File: config.mk
export PLATFORM = sky130hd
export DESIGN_NAME = agu_ptr_unit
export DESIGN_NICKNAME = d
export VERILOG_FILES = /design/src/rtl/agu_ptr_pkg.sv /design/src/rtl/agu_mode_decode.sv /design/src/rtl/agu_cand.sv /design/src/rtl/agu_regbank.sv /design/src/rtl/agu_emit.sv /design/src/rtl/agu_ptr_unit.sv
export SDC_FILE = /design/constraint.sdc
export NUM_CORES = 1
export LEC_CHECK = 0
export BUFFER_PORTS_ARGS = -buffer_cell sky130_fd_sc_hd__buf_4
export CORE_MARGIN = 4
export CORE_UTILIZATION = 40
export CTS_CLUSTER_DIAMETER = 30
export DETAILED_ROUTE_END_ITERATION = 10
export HOLD_SLACK_MARGIN = 0.12
export PLACE_DENSITY = 0.57
export SLEW_MARGIN = 30
export SYNTH_ARGS = -nofsm -noshare
export SYNTH_HDL_FRONTEND = slang
export SYNTH_SLANG_ARGS = --single-unit
File: constraint.sdc
create_clock -name clk -period 8.9 [get_ports clk]
set_input_delay 0 -clock clk [delete_from_list [all_inputs] [get_ports clk]]
set_output_delay 0 -clock clk [all_outputs]
set_load 0.1 [all_outputs]
File: src/rtl/agu_ptr_pkg.sv
package agu_ptr_pkg;

  typedef enum logic [2:0] {
    MODE_INC   = 3'd0,
    MODE_DEC   = 3'd1,
    MODE_ADD   = 3'd2,
    MODE_PUSH  = 3'd3,
    MODE_POP   = 3'd4,
    MODE_INDEX = 3'd5,
    MODE_RSV6  = 3'd6,
    MODE_RSV7  = 3'd7
  } acc_mode_e;

  typedef enum logic [1:0] {
    EMIT_OLD = 2'd0,
    EMIT_INC = 2'd1,
    EMIT_IDX = 2'd2
  } emit_src_e;

  typedef enum logic [1:0] {
    NEXT_INC  = 2'd0,
    NEXT_DEC  = 2'd1,
    NEXT_ADD  = 2'd2,
    NEXT_HOLD = 2'd3
  } next_src_e;

  typedef struct packed {
    emit_src_e emit;
    next_src_e nxt;
    logic      upd;
  } acc_ctrl_t;

endpackage

File: src/rtl/agu_mode_decode.sv
module agu_mode_decode
  import agu_ptr_pkg::*;
(
  input  logic [2:0] mode,
  output acc_ctrl_t  ctrl
);

  always_comb begin
    ctrl = '{emit: EMIT_OLD, nxt: NEXT_HOLD, upd: 1'b0};
    case (acc_mode_e'(mode))
      MODE_INC:   ctrl = '{emit: EMIT_OLD, nxt: NEXT_INC, upd: 1'b1};
      MODE_DEC:   ctrl = '{emit: EMIT_OLD, nxt: NEXT_DEC, upd: 1'b1};
      MODE_ADD:   ctrl = '{emit: EMIT_OLD, nxt: NEXT_ADD, upd: 1'b1};
      MODE_PUSH:  ctrl = '{emit: EMIT_INC, nxt: NEXT_INC, upd: 1'b1};
      MODE_POP:   ctrl = '{emit: EMIT_OLD, nxt: NEXT_DEC, upd: 1'b1};
      MODE_INDEX: ctrl = '{emit: EMIT_IDX, nxt: NEXT_HOLD, upd: 1'b0};
      default:    ctrl = '{emit: EMIT_OLD, nxt: NEXT_HOLD, upd: 1'b0};
    endcase
  end

endmodule

File: src/rtl/agu_cand.sv
module agu_cand #(
  parameter int AW = 16,
  parameter int OW = 8
) (
  input  logic [AW-1:0] cur_p,
  input  logic [AW-1:0] idx_p,
  input  logic [OW-1:0] ofs,
  output logic [AW-1:0] p_inc,
  output logic [AW-1:0] p_dec,
  output logic [AW-1:0] p_add,
  output logic [AW-1:0] p_idx
);

  logic [AW-1:0] ofs_ext;

  generate
    if (OW < AW) begin : g_sext
      assign ofs_ext = {{(AW-OW){ofs[OW-1]}}, ofs};
    end else begin : g_trunc
      assign ofs_ext = ofs[AW-1:0];
    end
  endgenerate

  // all candidates side by side; truncation gives modulo 2^AW wrap
  assign p_inc = cur_p + AW'(1);
  assign p_dec = cur_p - AW'(1);
  assign p_add = cur_p + ofs_ext;
  assign p_idx = cur_p + idx_p;

endmodule

File: src/rtl/agu_regbank.sv
module agu_regbank #(
  parameter int NREG = 8,
  parameter int AW   = 16,
  localparam int SW  = $clog2(NREG)
) (
  input  logic          clk,
  input  logic          rst_n,
  input  logic          upd_en,
  input  logic [SW-1:0] upd_sel,
  input  logic [AW-1:0] upd_val,
  input  logic          wr_en,
  input  logic [SW-1:0] wr_sel,
  input  logic [AW-1:0] wr_data,
  output logic [AW-1:0] ptr_q [NREG]
);

  for (genvar g = 0; g < NREG; g++) begin : g_ptr
    always_ff @(posedge clk) begin
      if (!rst_n)
        ptr_q[g] <= '0;
      else if (wr_en && wr_sel == SW'(g))
        ptr_q[g] <= wr_data;
      else if (upd_en && upd_sel == SW'(g))
        ptr_q[g] <= upd_val;
    end

    // a pointer touched by neither port keeps its value
    a_r12_ptr_idle: assert property (@(posedge clk) disable iff (!rst_n)
      !(wr_en && wr_sel == SW'(g)) && !(upd_en && upd_sel == SW'(g))
      |=> $stable(ptr_q[g]));
  end

  // the write port beats a same-cycle update
  a_r10_write_wins: assert property (@(posedge clk) disable iff (!rst_n)
    wr_en |=> ptr_q[$past(wr_sel)] == $past(wr_data));

endmodule

File: src/rtl/agu_emit.sv
module agu_emit
  import agu_ptr_pkg::*;
#(
  parameter int AW = 16
) (
  input  logic          clk,
  input  logic          rst_n,
  input  logic          accept,
  input  emit_src_e     src,
  input  logic [AW-1:0] cur_p,
  input  logic [AW-1:0] p_inc,
  input  logic [AW-1:0] p_idx,
  input  logic          out_ready,
  output logic          out_valid,
  output logic [AW-1:0] out_addr
);

  logic [AW-1:0] addr_d;

  // final selector: only a mux sits between candidates and the register
  always_comb begin
    case (src)
      EMIT_INC: addr_d = p_inc;
      EMIT_IDX: addr_d = p_idx;
      default:  addr_d = cur_p;
    endcase
  end

  always_ff @(posedge clk) begin
    if (!rst_n) begin
      out_valid <= 1'b0;
      out_addr  <= '0;
    end else if (accept) begin
      out_valid <= 1'b1;
      out_addr  <= addr_d;
    end else if (out_ready) begin
      out_valid <= 1'b0;
    end
  end

  // stalled address is held
  a_r12_hold: assert property (@(posedge clk) disable iff (!rst_n)
    out_valid && !out_ready |=> out_valid && $stable(out_addr));

  // accepted request shows up next cycle
  a_r11_latency: assert property (@(posedge clk) disable iff (!rst_n)
    accept |=> out_valid);

  // a taken address with nothing behind it clears the flag
  a_r11_drain: assert property (@(posedge clk) disable iff (!rst_n)
    out_valid && out_ready && !accept |=> !out_valid);

endmodule

File: src/rtl/agu_ptr_unit.sv
module agu_ptr_unit
  import agu_ptr_pkg::*;
#(
  parameter int NREG = 8,
  parameter int AW   = 16,
  parameter int OW   = 8,
  localparam int SW  = $clog2(NREG)
) (
  input  logic          clk,
  input  logic          rst_n,
  input  logic          req_valid,
  output logic          req_ready,
  input  logic [SW-1:0] req_sel,
  input  logic [2:0]    req_mode,
  input  logic [OW-1:0] req_ofs,
  input  logic [SW-1:0] req_idx,
  input  logic          wr_en,
  input  logic [SW-1:0] wr_sel,
  input  logic [AW-1:0] wr_data,
  output logic          out_valid,
  input  logic          out_ready,
  output logic [AW-1:0] out_addr
);

  logic [AW-1:0] ptr_q [NREG];
  logic [AW-1:0] cur_p, idx_p;
  logic [AW-1:0] p_inc, p_dec, p_add, p_idx;
  logic [AW-1:0] upd_val;
  logic          accept, upd_en;
  acc_ctrl_t     ctrl;

  assign req_ready = !out_valid || out_ready;
  assign accept    = req_valid && req_ready;
  assign cur_p     = ptr_q[req_sel];
  assign idx_p     = ptr_q[req_idx];
  assign upd_en    = accept && ctrl.upd;

  agu_mode_decode u_dec (
    .mode (req_mode),
    .ctrl (ctrl)
  );

  agu_cand #(.AW(AW), .OW(OW)) u_cand (
    .cur_p (cur_p),
    .idx_p (idx_p),
    .ofs   (req_ofs),
    .p_inc (p_inc),
    .p_dec (p_dec),
    .p_add (p_add),
    .p_idx (p_idx)
  );

  always_comb begin
    case (ctrl.nxt)
      NEXT_INC: upd_val = p_inc;
      NEXT_DEC: upd_val = p_dec;
      NEXT_ADD: upd_val = p_add;
      default:  upd_val = cur_p;
    endcase
  end

  agu_regbank #(.NREG(NREG), .AW(AW)) u_bank (
    .clk     (clk),
    .rst_n   (rst_n),
    .upd_en  (upd_en),
    .upd_sel (req_sel),
    .upd_val (upd_val),
    .wr_en   (wr_en),
    .wr_sel  (wr_sel),
    .wr_data (wr_data),
    .ptr_q   (ptr_q)
  );

  agu_emit #(.AW(AW)) u_emit (
    .clk       (clk),
    .rst_n     (rst_n),
    .accept    (accept),
    .src       (ctrl.emit),
    .cur_p     (cur_p),
    .p_inc     (p_inc),
    .p_idx     (p_idx),
    .out_ready (out_ready),
    .out_valid (out_valid),
    .out_addr  (out_addr)
  );

  // push emits exactly the value the pointer now holds
  a_r5_push_match: assert property (@(posedge clk) disable iff (!rst_n)
    accept && req_mode == 3'd3 && !(wr_en && wr_sel == req_sel)
    |=> out_addr == ptr_q[$past(req_sel)]);

  // walk up emits the old value and leaves old+1 behind
  a_r2_walk_up: assert property (@(posedge clk) disable iff (!rst_n)
    accept && req_mode == 3'd0 && !(wr_en && wr_sel == req_sel)
    |=> out_addr == $past(cur_p) && ptr_q[$past(req_sel)] == $past(cur_p) + AW'(1));

  // indexed and reserved codes leave the pointer alone
  a_r8_no_move: assert property (@(posedge clk) disable iff (!rst_n)
    accept && req_mode >= 3'd5 && !(wr_en && wr_sel == req_sel)
    |=> ptr_q[$past(req_sel)] == $past(cur_p));

  // nothing comes out right after reset
  a_r1_reset_idle: assert property (@(posedge clk)
    !rst_n |=> !out_valid);

endmodule

==> run metrics, run 1 <==
run status=complete, no violations; ys flop type=dfxtp_1; Worst EP arrival=4.53 ns; largest net degree at the start of global routing=70; CP Launch Point=u_bank.ptr_q[1]$_SDFFE_PN0P_; Setup Crit Path Kind=flip-flop to flip-flop; Post-Synthesis Cells=1284; # IOs=59; grt total ovfl=0; number of clock sinks=145; DRT iter0 DRCs=1592; power per cell area=161 mW/mm^2; CTS clk-pin slew, worst paths=0.08 ns; dominant cell type by area after synthesis=dfxtp_1; VDD IR max=0.123 mV; Synth area leaders=dfxtp_1 (27%), mux4_2 (12%), nor2_1 (6.0%); first-pass GRT wire length=65500 um; reg2reg end=u_bank.ptr_q[107]$_SDFFE_PN0P_; Initial Utilization=41.0%; post-layout util=46.6%; initial antenna violation count=0; RSZ-0062 raised after global routing=no; Yosys cell types=75; hpwl dp=29600 um; CTS tree=yes; die area=0.0297 mm^2; # rows=59; Max Cap Viol=0; R2R Setup Slk=4.72 ns; antenna-violating nets left=0; Critical Path Start Type=flip-flop; final total power=1970 uW; Final nets=1394; Die Ht=172 um; vias per cell=6.76; GR Util All Layers=29.4%; Final GP Congestion=1.02; clk buf depth=2; Crit Path Max Fanout=8; DRC=0; Hold Path Sink=u_bank.ptr_q[71]$_SDFFE_PN0P_; Hold Path Class=input pin to flip-flop; area grow syn2layout=13.6%; Yosys top cell area share=26.9%; mapped cell area=0.0108 mm^2; sequential area share after synthesis=26.9%; count leader, synth=nor2_1; Max Clock Freq=239 MHz; Worst-Skew Late Latency=0.45 ns; worst clock skew=0.0145 ns; CP endpoint kind=flip-flop; R2R Path Start=u_bank.ptr_q[1]$_SDFFE_PN0P_; Final Max Slew Viols=0; yosys warns=0; CTS root buffer=clkbuf_16; top cells by count, synth=nor2_1 (172), dfxtp_1 (145), nand2_1 (139); final hold vios=0; setup violators final=0; ant diodes=0; Via Count=11200; period utilisation layout=47.0%; CTS H-tree lvls=4; Mean Syn Cell Area=8.42 um^2; Post-synth EDFFs=0; Horiz. Die Dim=172 um; Final min period=4.18 ns; Post-Route WL=44400 um; slew at the pin with the worst max-slew slack=1.00 ns; vias in the first global route=10300; Mapped Nets=1364; core footprint=0.0264 mm^2; drt wl/cell=26.7 um; Port Buf Inserts=58; Synth Register Bits=145; Reg2Reg Depth=11; Initial DRT Pass Iterations=6; Rel. slew slack=33.0%; TritonCTS Buffers=17; HP Start=rst_n; layout cells sized above 1=17.5%; Synth async-reset ratio=0%; setup_tns=0 ns; Leakage=0.00471 uW; Post-CTS Repair Setup Buffers=0; hold path depth=2; CP Data Required Time=9.24 ns
## sequential cells by signal (all words and copies together), names as in the netlist
register and flops:
u_emit.out_valid 1, u_emit.out_addr 16, u_bank.ptr_q 128
## metrics by stage
| step | setup WS, ns | instances | instance area (um^2) | hold WS (ns) |
|---|---|---|---|---|
| 4_1_cts | 4.62 | 1662 | 12300 | 0.126 |
| 3_3_place_gp | 4.34 | 1608 | 11500 | 0.252 |
| 2_1_floorplan | 5.32 | 1284 | 10800 | 0.129 |
| 5_1_grt | 4.57 | 1662 | 12300 | 0.165 |
| 6_report | 4.72 | 1662 | 12300 | 0.153 |
| 3_5_place_dp | 4.27 | 1609 | 11500 | 0.269 |
## where the power goes
| group | total (uW) | switching, uW | internal [uW] |
|---|---|---|---|
| registers | 703 | 22.3 | 680 |
| clock network | 749 | 349 | 400 |
| logic | 520 | 338 | 182 |
| total | 1970 | 709 | 1260 |
## placed cells by master (no fill, tap or decap), drive strengths merged, types with 9 or more instances in the layout
cell type | netlist | routed
nor2 | 172 | 172
dfxtp | 145 | 145
nand2 | 140 | 140
buf | 28 | 89
a21oi | 85 | 85
o21ai | 63 | 63
mux4 | 63 | 63
nor3 | 43 | 43
ha | 37 | 37
o32ai | 36 | 36
inv | 23 | 33
nor4 | 29 | 29
mux2 | 27 | 27
a311oi | 26 | 26
nand3 | 24 | 24
dlygate4sd3 | 0 | 21
nand2b | 19 | 19
a211o | 19 | 19
or3 | 18 | 18
a21o | 17 | 17
nand4 | 17 | 17
o311a | 17 | 17
clkbuf | 71 | 17
mux2i | 16 | 16
and3 | 14 | 14
xor2 | 13 | 13
a31oi | 13 | 13
nor2b | 9 | 9
o221ai | 9 | 9
o22ai | 9 | 9
## kinds of logic (layout without fill, tap and decap cells)
kind of cell             after synthesis  after routing  synth area share, %
AO/OA/AOI/OAI                        343            343                 22.4
buffers and inverters                122            165                 4.86
adder cells (fa/ha/maj)               39             39                 4.65
AND/OR/NAND/NOR                      508            508                 21.6
flip-flops                           145            145                 26.9
XOR/XNOR                              21             21                 1.70
multiplexers                         106            106                 17.8
## area by class of cell
cell class,count,area [um^2]
flip-flops and latches,145,2900
repair buffers,110,876
multi-input cells,1017,7400
clock inverters,15,164
well taps,335,419
inverters,23,86.3
clock buffers,17,425
fillers,2597,14100
## worst max path at each step
stage,end,depth (start not counted)
after floorplan,u_emit.out_addr[8]$_SDFFE_PN0P_,13
after global placement,u_bank.ptr_q[123]$_SDFFE_PN0P_,12
after detailed placement,u_bank.ptr_q[125]$_SDFFE_PN0P_,12
after CTS,u_bank.ptr_q[57]$_SDFFE_PN0P_,11
after global routing,u_bank.ptr_q[9]$_SDFFE_PN0P_,11
final,u_bank.ptr_q[107]$_SDFFE_PN0P_,11
## repair_timing
action                                 CTS  global route
hold buffers                            21             0
resized for setup                        0             0
endpoints found under the hold margin  130             0
## critical path: stages (launching register included)
cell,delay [ns]
dfxtp_1,0.35
mux4_1,0.51
mux2i_2,0.58
inv_1,0.23
ha_1,0.34
a211oi_1,0.30
o21ai_0,0.28
a221oi_1,0.46
xor2_1,0.12
nor2_1,0.49
nor4_1,0.12
o32ai_1,0.30
## routing by layer
| metal | vias to the layer above | share of wire [%] | GRT usage [%] |
|---|---|---|---|
| met3 | 111 | 9.6 | 5.35 |
| met1 | 5473 | 41 | 40.8 |
| met2 | 696 | 45 | 46.1 |
| li1 | 4954 | - | - |
| met5 | - | 0 | 0 |
| met4 | 0 | 3.6 | 10.2 |
No activity file was read; power rests on OpenSTA's default activity.
==> run 2, diff against run 1 <==
==> constraint.sdc (replaced) <==
create_clock -name clk -period 4.2 [get_ports clk]
set_input_delay 0 -clock clk [delete_from_list [all_inputs] [get_ports clk]]
set_output_delay 0 -clock clk [all_outputs]
set_load 0.1 [all_outputs]
==> run metrics, run 2 (synthesis results as in run 1) <==
run status=complete, no violations; area grow syn2layout=15.5%; layout cells sized above 1=19.1% (+1.6 points); GR peak layer=met2; final hold vios=0 (unchanged); Pint=2810 uW (+120%); ant diodes=0 (unchanged); Initial Utilization=41.0% (unchanged); GR Util All Layers=29.8% (+0.39 points); DRC=0 (unchanged); Post-Route WL=44300 um (-0.30%); Leakage=0.00484 uW (+2.9%); VDD IR max=0.216 mV (+76%); RSZ-0062 raised after global routing=no; Final Max Slew Viols=0 (unchanged); CP Data Required Time=4.53 ns (-4.71 ns); most common cell after layout, fill and taps aside=nor2_1; Initial DRT Pass Iterations=6 (unchanged); die area=0.0297 mm^2 (unchanged); post-CTS sizing=0 (unchanged); initial antenna violation count=0 (unchanged); Max Cap Viol=0 (unchanged); met1 Use GR=39.9% (-0.92 points); number of clock sinks=145 (unchanged); vias in the first global route=10700 (+3.9%); Largest register FFs=128 (unchanged); setup violators final=0 (unchanged); Crit Path Max Fanout=8 (unchanged); clock power share=37.8% (-0.2 points); slew at the pin with the worst max-slew slack=1.04 ns (+0.0404 ns); first-pass GRT wire length=66500 um (+1.5%); DRT iter0 DRCs=1445 (-9.2%); CTS clk-pin slew, worst paths=0.06 ns (-0.02 ns); Final min period=3.88 ns (-0.301 ns); core footprint=0.0264 mm^2 (unchanged); Final Cell Area=0.0125 mm^2 (+1.7%); Rel. slew slack=30.3% (-2.7 points); Max Clock Freq=258 MHz (+7.7%); power per cell area=341 mW/mm^2 (+110%); Reg area=0.00290 mm^2 (unchanged); Die Ht=172 um (unchanged); Horiz. Die Dim=172 um (unchanged); Worst EP arrival=4.21 ns (-0.32 ns); Largest regs=u_bank.ptr_q (128), u_emit.out_addr (16), u_emit.out_valid (1); Critical Path Start Type=flip-flop; CP endpoint kind=flip-flop; CTS root buffer=clkbuf_16; CTS tree=yes; NetSw=1450 uW (+100%); TritonCTS Buffers=17 (unchanged); # IOs=59 (unchanged); worst clock skew=0.0129 ns (-0.00164 ns); antenna-violating nets left=0 (unchanged); CP cell instances=mux4_1 > nor2_1 > nor2_1 > ha_1 > o21ai_0 > o21ai_0 > a22oi_1 > a31oi_1 > xor2_1 > mux2_2 > a311oi_1; vias per cell=6.65 (-1.6%); switching power share of the total=34.0% (-2.0 points); hpwl dp=31000 um (+4.5%); setup_tns=0 ns (unchanged); Port Buf Inserts=58 (unchanged); # rows=59 (unchanged); most frequent cells in the layout=nor2_1 (170), dfxtp_1 (145), nand2_1 (138), buf_4 (116), a21oi_1 (85); Most flops, register=u_bank.ptr_q; Placed Area=0.0117 mm^2 (+1.8%); Reg power frac=35.0% (-0.6 points); drt wl/cell=26.3 um (-1.8%); Final GP Congestion=0.989 (-2.8%); Via Count=11200 (-0.12%); Post-CTS Repair Setup Buffers=0 (unchanged); met3 Use GR=5.88% (+0.53 points); Hold Path Class=input pin to flip-flop; grt total ovfl=0 (unchanged); Setup Crit Path Kind=flip-flop to flip-flop; clk buf depth=2 (unchanged); area of the multi-input gates=0.00741 mm^2 (about the same); grt met2 use=47.6% (+1.5 points); Final nets=1419 (+1.8%); critical path's largest stage delay=0.60 ns (+0.02 ns); crit path max-delay cell type=mux4_1; Worst-Skew Late Latency=0.44 ns (about the same); period utilisation layout=92.4% (+45 points); Comb pwr share=27.1% (+0.7 points); CTS H-tree lvls=4 (unchanged); final total power=4260 uW (+120%); fillers=2576 (-0.81%); largest net degree at the start of global routing=61 (-13%)
[run 2: cell count changes in the layout (fill, tap and decap cells not counted), sizes merged]
cell,previous run,this run
buf,89,116
clkinvlp,1,2
clkbuf,17,20
inv,33,24
dlygate4sd3,21,19
clkinv,3,6
bufinv,1,3
[run 2: final cells by class]
cell class	count	area share, %
inverter	23	0.692
multi-input combinational	1017	59.3
clock inverter	12	1.27
clock buffer	20	3.58
timing repair buffer	135	8.50
tap	335	3.36
sequential	145	23.3
[run 2: repair_timing]
item | 4_1_cts | 5_1_grt
hold buffers | 19 | 0
setup endpoints to repair | 0 | 0
hold endpoints to repair | 130 | 0
[run 2: path summary, 6_finish.rpt]
path,start,to,slack (ns),cells past startpoint
hold / removal,wr_sel[1],u_bank.ptr_q[67]$_SDFFE_PN0P_,0.14,5
setup reg to reg,u_bank.ptr_q[82]$_SDFFE_PN0P_,u_bank.ptr_q[47]$_SDFFE_PN0P_,0.32,11
hold reg to reg,u_bank.ptr_q[65]$_SDFFE_PN0P_,u_bank.ptr_q[65]$_SDFFE_PN0P_,0.50,2
setup / recovery,u_bank.ptr_q[82]$_SDFFE_PN0P_,u_bank.ptr_q[47]$_SDFFE_PN0P_,0.32,11
[run 2: stage by stage]
stage	std cells	util, %	setup slack, ns	hold WS [ns]
6_report	1687	47.4	0.319	0.140
5_1_grt	1687	47.4	0.110	0.153
4_1_cts	1687	47.3	0.411	0.130
3_5_place_dp	1636	44.3	0.263	0.280
3_3_place_gp	1636	44.3	0.137	0.260
2_1_floorplan	1284	-	0.620	0.129
[run 2: power by group through the flow]
stage / clock network [uW] / registers (uW) / logic, uW
2_1_floorplan: 0 / 1590 / 669
3_3_place_gp: 0 / 1520 / 1100
3_5_place_dp: 0 / 1520 / 1110
4_1_cts: 1620 / 1490 / 1130
5_1_grt: 1670 / 1500 / 1230
6_report: 1610 / 1490 / 1160
[run 2: routing by layer]
layer | wire, um | vias to the layer above
met1 | 18200 | 5418
met3 | 4250 | 130
met2 | 20000 | 662
met4 | 1850 | 0
li1 | - | 5010
met5 | 0 | -
[run 2: worst max-delay path: cells and delay by family (launching register included)]
| family | cells | cell delay, ns |
|---|---|---|
| xor+xnor | 1 | 0.29 |
| mux | 2 | 1.08 |
| flops | 1 | 0.33 |
| fa+ha+maj | 1 | 0.38 |
| compound gates | 5 | 1.27 |
| simple gates | 2 | 0.43 |
==> run 3, diff against run 2 <==
--- a/config.mk
+++ b/config.mk
@@ -11,6 +11,7 @@
 export CTS_CLUSTER_DIAMETER = 30
 export DETAILED_ROUTE_END_ITERATION = 10
 export HOLD_SLACK_MARGIN = 0.12
+export MAX_ROUTING_LAYER = met4
 export PLACE_DENSITY = 0.57
 export SLEW_MARGIN = 30
 export SYNTH_ARGS = -nofsm -noshare
==> run metrics, run 3 (synthesis results as in run 1) <==
Post-Layout Cell Count=1691 (+0.24%); Worst EP arrival=4.14 ns (-0.07 ns); setup_tns=0 ns (unchanged); die area=0.0297 mm^2 (unchanged); CP Data Required Time=4.53 ns (about the same); Die Ht=172 um (unchanged); # IOs=59 (unchanged); Critical Path Start Type=flip-flop; Worst-Skew Late Latency=0.43 ns (about the same); fillers=2595 (+0.74%); CTS root buffer=clkbuf_16; met1 Use GR=41.2% (+1.3 points); power per cell area=329 mW/mm^2 (-3.6%); met3 Use GR=5.74% (-0.14 points); run status=complete, no violations; core footprint=0.0264 mm^2 (unchanged); # rows=59 (unchanged); first-pass GRT wire length=67100 um (+0.90%); Placed Area=0.0117 mm^2 (+0.24%); CP endpoint kind=flip-flop; grt total ovfl=0 (unchanged); DRC=0 (unchanged); slew at the pin with the worst max-slew slack=0.960 ns (-0.0806 ns); vias in the first global route=10400 (-2.9%); Reg area=0.00290 mm^2 (unchanged); Post-Route WL=44600 um (+0.69%); Final nets=1424 (+0.35%); CTS H-tree lvls=4 (unchanged); grt met2 use=47.1% (-0.42 points); hpwl dp=31000 um (+0.16%); Most flops, register=u_bank.ptr_q; Reg2Reg Depth=11 (unchanged); hold path depth=5 (unchanged); setup violators final=0 (unchanged); number of clock sinks=145 (unchanged); Final Cell Area=0.0124 mm^2 (-0.33%); cell count after placement=1640 (+0.24%); Hold Path Class=input pin to flip-flop; Fin Hold WS=0.144 ns (+0.00467 ns); Final GP Congestion=0.978 (-1.1%); Rel. slew slack=35.7% (+5.4 points); CTS tree=yes; antenna-violating nets left=0 (unchanged); Largest register FFs=128 (unchanged); initial antenna violation count=0 (unchanged); layout cells sized above 1=19.2% (+0.11 points); TritonCTS Buffers=17 (unchanged); most frequent cells in the layout=nor2_1 (170), dfxtp_1 (145), nand2_1 (139), buf_4 (120), a21oi_1 (85); Max Clock Freq=263 MHz (+1.9%); clk buf depth=2 (unchanged); Crit Path Max Fanout=8 (unchanged); GR Util All Layers=30.8% (+1.1 points); VDD IR max=0.245 mV (+13%); Horiz. Die Dim=172 um (unchanged); GR peak layer=met2; Initial DRT Pass Iterations=5 (-1); CTS clk-pin slew, worst paths=0.06 ns (about the same); Final min period=3.81 ns (-0.0723 ns); largest net degree at the start of global routing=61 (unchanged); area of the multi-input gates=0.00740 mm^2 (about the same); most common cell after layout, fill and taps aside=nor2_1; Initial Utilization=41.0% (unchanged); Setup Crit Path Kind=flip-flop to flip-flop; vias per cell=6.67 (+0.22%); Via Count=11300 (+0.45%); Post-CTS Repair Setup Buffers=0 (unchanged); drt wl/cell=26.4 um (+0.45%); Leakage=0.00483 uW (-0.25%); worst clock skew=0.0108 ns (-0.00213 ns); Largest regs=u_bank.ptr_q (128), u_emit.out_addr (16), u_emit.out_valid (1); RSZ-0062 raised after global routing=no; Final Max Slew Viols=0 (unchanged); final hold vios=0 (unchanged); post-layout util=47.2% (-0.16 points); Max Cap Viol=0 (unchanged); area grow syn2layout=15.1%; Port Buf Inserts=58 (unchanged); DRT iter0 DRCs=1553 (+7.5%); period utilisation layout=90.7% (-1.7 points)
==> run 3: cell types whose count changed in the layout (fill, tap and decap cells not counted), sizes merged <==
| cell | previous run | this run |
|---|---|---|
| buf | 116 | 120 |
| bufinv | 3 | 0 |
| clkbuf | 20 | 22 |
| clkinv | 6 | 5 |
| clkinvlp | 2 | 3 |
| diode | 0 | 1 |
==> run 3: final cells by class <==
type                    instances  share of cell area, %
multi-input cells            1017                   59.5
flip-flops and latches        145                   23.3
repair buffers                140                   8.83
clock buffers                  21                   3.78
well taps                     335                   3.37
inverters                      23                  0.694
clock inverters                 9                  0.483
diodes                          1                 0.0201
==> run 3: per-stage QoR <==
| stage | setup slack (ns) | power, uW |
|---|---|---|
| after global placement | 0.179 | 2630 |
| final | 0.391 | 4090 |
| after detailed placement | 0.303 | 2630 |
| after floorplan | 0.620 | 2250 |
| after CTS | 0.451 | 4070 |
| after global routing | 0.115 | 4230 |
==> run 3: worst paths after layout <==
check / startpoint / to / slack (ns)
worst min-delay path: wr_sel[0] / u_bank.ptr_q[51]$_SDFFE_PN0P_ / 0.14
worst max register to register: u_bank.ptr_q[82]$_SDFFE_PN0P_ / u_bank.ptr_q[111]$_SDFFE_PN0P_ / 0.39
worst min register to register: u_bank.ptr_q[17]$_SDFFE_PN0P_ / u_bank.ptr_q[17]$_SDFFE_PN0P_ / 0.51
worst max-delay path: u_bank.ptr_q[82]$_SDFFE_PN0P_ / u_bank.ptr_q[111]$_SDFFE_PN0P_ / 0.39
==> run 3: repair_timing <==
action                    4_1_cts  5_1_grt
hold buffers                   19        0
hold endpoints to repair      130        0
resized for setup               0        0
==> run 3: report_power, final <==
part           leakage, uW  switching [uW]  total, uW  internal (uW)
Combinational      0.00339             748       1170            418
Sequential         0.00118            46.7       1490           1440
Clock             0.000257             643       1440            794
==> run 3: routing by layer <==
| layer | part of all wire (%) | up-vias |
|---|---|---|
| met5 | 0 | - |
| met4 | 3.5 | 0 |
| met3 | 9.3 | 104 |
| met2 | 46 | 624 |
| met1 | 42 | 5523 |
| li1 | - | 5020 |
==> run 3: worst max-delay path: stages, from the launching register on <==
cell and delay [ns]:
dfxtp_1 0.33, mux4_1 0.59, nor2_1 0.27, nor2_1 0.15, ha_1 0.38, o21ai_0 0.15, o21ai_0 0.40, a22oi_1 0.16
a31oi_1 0.19, xor2_1 0.29, mux2_2 0.49, a311oi_1 0.30
